## src/rtl/adc_result_bank_pkg.sv

```systemverilog
package adc_result_bank_pkg;
  localparam int LOST_BIT  = 16;
  localparam int FRESH_BIT = 17;

  typedef enum logic [1:0] {
    RK_SLOT    = 2'd0,
    RK_STATUS  = 2'd1,
    RK_SUMMARY = 2'd2,
    RK_NONE    = 2'd3
  } rd_kind_e;
endpackage

```

## src/rtl/arb_store.sv

```systemverilog
// Result value storage: one write port, one registered read port, no reset,
// so it can map onto a block RAM.
module arb_store #(
  parameter int NUM_SLOTS = 16,
  parameter int DATA_W    = 12,
  localparam int SLOT_W   = $clog2(NUM_SLOTS)
) (
  input  logic              clk,
  input  logic              wr_en,
  input  logic [SLOT_W-1:0] wr_slot,
  input  logic [DATA_W-1:0] wr_data,
  input  logic              rd_en,
  input  logic [SLOT_W-1:0] rd_slot,
  output logic [DATA_W-1:0] rd_q
);
  logic [DATA_W-1:0] mem [NUM_SLOTS];

  always_ff @(posedge clk) begin
    if (wr_en) mem[wr_slot] <= wr_data;
  end

  // Read-first: a same-cycle write is not visible on this read.
  always_ff @(posedge clk) begin
    if (rd_en) rd_q <= mem[rd_slot];
  end
endmodule

```

## src/rtl/arb_flags.sv

```systemverilog
// Per-slot fresh / lost / written flags.
module arb_flags #(
  parameter int NUM_SLOTS = 16,
  localparam int SLOT_W   = $clog2(NUM_SLOTS)
) (
  input  logic                 clk,
  input  logic                 rst,
  input  logic                 wr_en,
  input  logic [SLOT_W-1:0]    wr_slot,
  input  logic                 rd_hit,
  input  logic [SLOT_W-1:0]    rd_slot,
  output logic [NUM_SLOTS-1:0] fresh_q,
  output logic [NUM_SLOTS-1:0] lost_q,
  output logic [NUM_SLOTS-1:0] written_q
);
  for (genvar i = 0; i < NUM_SLOTS; i++) begin : g_slot
    logic w_hit, r_hit;
    assign w_hit = wr_en  && (wr_slot == SLOT_W'(i));
    assign r_hit = rd_hit && (rd_slot == SLOT_W'(i));

    always_ff @(posedge clk) begin
      if (rst) begin
        fresh_q[i]   <= 1'b0;
        lost_q[i]    <= 1'b0;
        written_q[i] <= 1'b0;
      end else if (w_hit) begin
        // write wins over a same-cycle read; lost follows the pre-read state
        lost_q[i]    <= fresh_q[i];
        fresh_q[i]   <= 1'b1;
        written_q[i] <= 1'b1;
      end else if (r_hit) begin
        fresh_q[i]   <= 1'b0;
        lost_q[i]    <= 1'b0;
      end
    end
  end
endmodule

```

## src/rtl/arb_readout.sv

```systemverilog
// Read decode and output register stage. Flag bits are captured in the same
// edge as the storage read; the data field is merged in after that register.
module arb_readout
  import adc_result_bank_pkg::*;
#(
  parameter int NUM_SLOTS = 16,
  parameter int DATA_W    = 12,
  parameter int BUS_W     = 32,
  localparam int SLOT_W   = $clog2(NUM_SLOTS),
  localparam int ADDR_W   = SLOT_W + 1
) (
  input  logic                 clk,
  input  logic                 rst,
  input  logic                 rd_en,
  input  logic [ADDR_W-1:0]    rd_addr,
  input  logic [NUM_SLOTS-1:0] fresh_q,
  input  logic [NUM_SLOTS-1:0] lost_q,
  input  logic [NUM_SLOTS-1:0] written_q,
  input  logic [DATA_W-1:0]    store_q,
  output logic [BUS_W-1:0]     rd_data,
  output logic                 rd_ack
);
  localparam logic [ADDR_W-1:0] STATUS_ADDR  = ADDR_W'(NUM_SLOTS);
  localparam logic [ADDR_W-1:0] SUMMARY_ADDR = ADDR_W'(NUM_SLOTS + 1);

  rd_kind_e          kind;
  logic [SLOT_W-1:0] slot;
  logic [BUS_W-1:0]  side_d, side_q;
  logic              dsel_q, ack_q;

  assign slot = rd_addr[SLOT_W-1:0];

  always_comb begin
    if (rd_addr < STATUS_ADDR)        kind = RK_SLOT;
    else if (rd_addr == STATUS_ADDR)  kind = RK_STATUS;
    else if (rd_addr == SUMMARY_ADDR) kind = RK_SUMMARY;
    else                              kind = RK_NONE;
  end

  always_comb begin
    side_d = '0;
    unique case (kind)
      RK_SLOT: begin
        side_d[FRESH_BIT] = fresh_q[slot];
        side_d[LOST_BIT]  = lost_q[slot];
      end
      RK_STATUS:  side_d = BUS_W'({lost_q, fresh_q});
      RK_SUMMARY: side_d = BUS_W'({|lost_q, |fresh_q});
      default:    side_d = '0;
    endcase
  end

  always_ff @(posedge clk) begin
    if (rst) begin
      side_q <= '0;
      dsel_q <= 1'b0;
      ack_q  <= 1'b0;
    end else begin
      ack_q <= rd_en;
      if (rd_en) begin
        side_q <= side_d;
        dsel_q <= (kind == RK_SLOT) && written_q[slot];
      end
    end
  end

  assign rd_ack  = ack_q;
  assign rd_data = side_q | (dsel_q ? BUS_W'(store_q) : '0);
endmodule

```

## src/rtl/adc_result_bank.sv

```systemverilog
module adc_result_bank #(
  parameter int GROUPS      = 2,
  parameter int GROUP_SLOTS = 8,
  parameter int DATA_W      = 12,
  parameter int BUS_W       = 32,
  localparam int NUM_SLOTS  = GROUPS * GROUP_SLOTS,
  localparam int SLOT_W     = $clog2(NUM_SLOTS),
  localparam int ADDR_W     = SLOT_W + 1
) (
  input  logic              clk,
  input  logic              rst,
  input  logic              wr_en,
  input  logic [SLOT_W-1:0] wr_slot,
  input  logic [DATA_W-1:0] wr_data,
  input  logic              rd_en,
  input  logic [ADDR_W-1:0] rd_addr,
  output logic [BUS_W-1:0]  rd_data,
  output logic              rd_ack
);
  logic [NUM_SLOTS-1:0] fresh_q, lost_q, written_q;
  logic [DATA_W-1:0]    store_q;
  logic                 rd_slot_hit;

  assign rd_slot_hit = rd_en && (rd_addr < ADDR_W'(NUM_SLOTS));

  arb_store #(.NUM_SLOTS(NUM_SLOTS), .DATA_W(DATA_W)) u_store (
    .clk(clk), .wr_en(wr_en), .wr_slot(wr_slot), .wr_data(wr_data),
    .rd_en(rd_en), .rd_slot(rd_addr[SLOT_W-1:0]), .rd_q(store_q)
  );

  arb_flags #(.NUM_SLOTS(NUM_SLOTS)) u_flags (
    .clk(clk), .rst(rst), .wr_en(wr_en), .wr_slot(wr_slot),
    .rd_hit(rd_slot_hit), .rd_slot(rd_addr[SLOT_W-1:0]),
    .fresh_q(fresh_q), .lost_q(lost_q), .written_q(written_q)
  );

  arb_readout #(.NUM_SLOTS(NUM_SLOTS), .DATA_W(DATA_W), .BUS_W(BUS_W)) u_readout (
    .clk(clk), .rst(rst), .rd_en(rd_en), .rd_addr(rd_addr),
    .fresh_q(fresh_q), .lost_q(lost_q), .written_q(written_q),
    .store_q(store_q), .rd_data(rd_data), .rd_ack(rd_ack)
  );
endmodule

```

## config.mk

```make
export PLATFORM = sky130hd
export DESIGN_NAME = adc_result_bank
export DESIGN_NICKNAME = d
export VERILOG_FILES = /design/src/rtl/adc_result_bank_pkg.sv /design/src/rtl/arb_store.sv /design/src/rtl/arb_flags.sv /design/src/rtl/arb_readout.sv /design/src/rtl/adc_result_bank.sv
export SDC_FILE = /design/constraint.sdc
export NUM_CORES = 1
export LEC_CHECK = 0
export ABC_AREA = 1
export BUFFER_PORTS_ARGS = -buffer_cell sky130_fd_sc_hd__buf_2
export CORE_MARGIN = 10
export CORE_UTILIZATION = 65
export CTS_BUF_LIST = sky130_fd_sc_hd__clkbuf_16
export DETAILED_ROUTE_END_ITERATION = 8
export PLACE_DENSITY = 0.84
export SLEW_MARGIN = 20
export SYNTH_ARGS = -nofsm -noshare
export SYNTH_HDL_FRONTEND = slang
export SYNTH_SLANG_ARGS = --single-unit
```

## constraint.sdc

```tcl
create_clock -name clk -period 2.85 [get_ports clk]
set_input_delay 0.1425 -clock clk [delete_from_list [all_inputs] [get_ports clk]]
set_output_delay 0.1425 -clock clk [all_outputs]
set_load 0.01 [all_outputs]
```

==> run_results.csv <==
group,metric,value,unit
outcome,status,"complete, no violations",
sta,whs,23.3,ps
cts,cts_resized,0,
floorplanning,start_util,65.7,%
route,route.detailed.drc,0,
global_routing,grt_pass1_wl,44000,µm
route,first_pass_iters,5,
sta,rsz0062_at_grt,"false",
synth,postSynthNetCount,1038,
global_routing,grt_overflow_total,0,
synth,async_flop_share,0,%
sta,maxSlewViolCount,0,
floorplanning,chipHeight,152,µm
cts,clk_latency,530,ps
power_and_ir_drop,power.internal,0.00673,W
worst_setup_path,cp.required,2710,ps
floorplanning,die-width,152,µm
sta,min_period,1760,ps
floorplanning,core,17100,µm²
cts,cts.path.max_buffers,3,
floorplanning,die_area,23000,µm²
synth,ys_warn_count,0,
route,vias,8200,
synth,synth.area.top_cells,"edfxtp_1, dfxtp_1, nand2_1",
synth,yosys.area.top_type_share,54.5,%
synth,synth_common_cells,"nand2_1, edfxtp_1, a22oi_1",
layout,final.fill_count,1082,
cts,cts_tree,"done",
sta,setup_violations,0,
power_and_ir_drop,seq_power_share,53.7,%
worst_setup_path,crit_fanout,13,
synth,ys_ff_latch,286,
global_routing,grt_antenna_before_repair,1,
global_routing,grt_max_degree,51,
sta,finalHoldViolCount,0,
worst_setup_path,endpoint_kind,"primary output",
route,viasPerCell,6.23,
power_and_ir_drop,p_clk_share,40.0,%
synth,post-synth-top-area-cell,"edfxtp_1",
worst_setup_path,critPathArrivalTime,1620,ps
place,numPortBuffers,57,
synth,synth_edf_count,204,
global_routing,first_global_vias,7815,
cts,cts_root_buffer,"clkbuf_16",
synth,synth_flop_cell,"edfxtp_1",
power_and_ir_drop,switching_power,0.00189,W
cts,clock_sinks,286,
route,drtIter0Drc,1023,
worst_setup_path,critPathLaunchType,"flop",
place,place_hpwl,17900,µm
power_and_ir_drop,swShare,21.9,%
worst_setup_path,worstSetupPathType,"flop to primary output",
power_and_ir_drop,peakVddDrop,0.675,mV
sta,fin_crit_sh,61.9,%
synth,syn-cell-area,11200,µm²
cts,numCtsBuffers,27,
route,ant_nets,0,
floorplanning,std_cell_rows,48,
synth,synth.distinct_cells,21,
power_and_ir_drop,power_density,679,nW/µm²
route,wl,29400,µm
cts,clk_pin_slew,60,ps
sta,timing.max_slew.rel_slack,32.2,%
sta,skew,10.4,ps
power_and_ir_drop,combPwrFrac,6.3,%
sta,final.setup.tns,0,ps
layout,synthToLayoutAreaGrowth,12.8,%
hold_path,hold_path_class,"input pin to flop",
layout,final_nets,1096,
place,place_congestion,0.998,
route,routedWlPerCell,22.3,µm
cts,cts_max_level,1,
synth,avgSynthCellArea,11.1,µm²
synth,synthCells,1013,
layout,drive_gt1_share,11.9,%
sta,timing.fmax,567,MHz
run,maxCapViolCount,0,
global_routing,grt_usage,25.3,%
floorplanning,ios,58,
layout,n_antenna_cell,0,
synth,synth.most_common_cell,"nand2_1",
synth,yosysSeqAreaShare,69.1,%
power_and_ir_drop,power_leakage,4.85,nW
sta,worst_pin_slew,1010,ps
[final timing paths]
path	start	to	slack (ps)	cells past startpoint
setup reg to reg	u_flags.lost_q[1]$_SDFFE_PP0P_	u_readout.side_q[1]$_SDFFE_PP0P_	1600	4
hold / removal	rd_addr[3]	u_readout.side_q[0]$_SDFFE_PP0P_	20	4
setup / recovery	u_readout.dsel_q$_SDFFE_PP0P_	rd_data[8]	1090	2
hold reg to reg	u_flags.written_q[13]$_SDFFE_PP0P_	u_flags.written_q[13]$_SDFFE_PP0P_	460	2
[sequential cells by signal, indices dropped and copies added (netlist names)]
name	count
u_flags.written_q	16
u_readout.side_q	32
u_readout.rd_ack	1
u_store.mem	192
u_flags.fresh_q	16
u_store.rd_q	12
u_flags.lost_q	16
u_readout.dsel_q	1
[critical path, cell delays in order (launching register included)]
cell,delay [ps]
dfxtp_1,700
a21o_1,230
buf_2,150
[cell type report]
| class | count | area (µm²) | share of cell area, % |
|---|---|---|---|
| clock buffer | 27 | 676 | 5.33 |
| clock inverter | 23 | 180 | 1.42 |
| inverter | 62 | 233 | 1.83 |
| multi-input combinational | 597 | 2910 | 22.9 |
| sequential | 286 | 7770 | 61.2 |
| tap | 225 | 282 | 2.22 |
| timing repair buffer | 97 | 638 | 5.03 |
[layer usage]
layer / up-vias / GRT usage (%) / part of all wire [%]
met4: 2 / 9.01 / 3.5
met3: 104 / 6.06 / 13
met5: - / 0 / 0.054
met1: 3859 / 32.7 / 37
li1: 3670 / - / -
met2: 565 / 41.2 / 47
[power groups by stage]
stage | logic, W | clock network, W | registers, W
CTS | 0.000538 | 0.00347 | 0.00462
finish | 0.000546 | 0.00345 | 0.00463
global placement | 0.000505 | 0 | 0.00471
global route | 0.000598 | 0.00366 | 0.00463
detailed placement | 0.000516 | 0 | 0.00471
floorplan | 0.000329 | 0 | 0.00468
[through the flow]
step	total power (W)	setup WS [ps]	cells	instance area, µm²	utilization (%)
global route	0.00889	1070	1317	12700	74.1
detailed placement	0.00523	851	1256	11700	68.5
floorplan	0.00501	1400	1013	11200	-
global placement	0.00521	918	1256	11700	68.5
CTS	0.00863	1120	1317	12700	74.1
finish	0.00862	1090	1317	12700	74.1
[cells in the final DEF, fill, tap and decap left out, types with 5 or more instances in the layout]
master,Yosys,layout
clkinv_1,2,5
clkinv_2,0,8
a21o_1,12,12
inv_1,59,66
nand2_1,267,267
a22oi_1,96,96
dlygate4sd3_1,0,11
o21ai_0,51,51
buf_4,22,27
a21oi_1,79,79
nor2_1,55,54
nand4_1,14,14
edfxtp_1,204,204
buf_2,11,57
nor4_1,9,9
nand3_1,7,7
dfxtp_1,82,82
clkbuf_16,0,27
[logic make-up (layout without fill, tap and decap cells)]
kind of cell | after synthesis | in the layout | synth area share, %
and+or+nand+nor | 356 | 356 | 12.5
DFF | 286 | 286 | 69.1
AOI/OAI and AO/OA | 241 | 241 | 13.2
buffers and inverters | 130 | 209 | 5.20
[repair_timing]
item | 4_1_cts | 5_1_grt
endpoints found under the hold margin | 170 | 0
hold buffers | 11 | 0
setup buffers | 0 | 0
(Power assumes the default switching activity.)
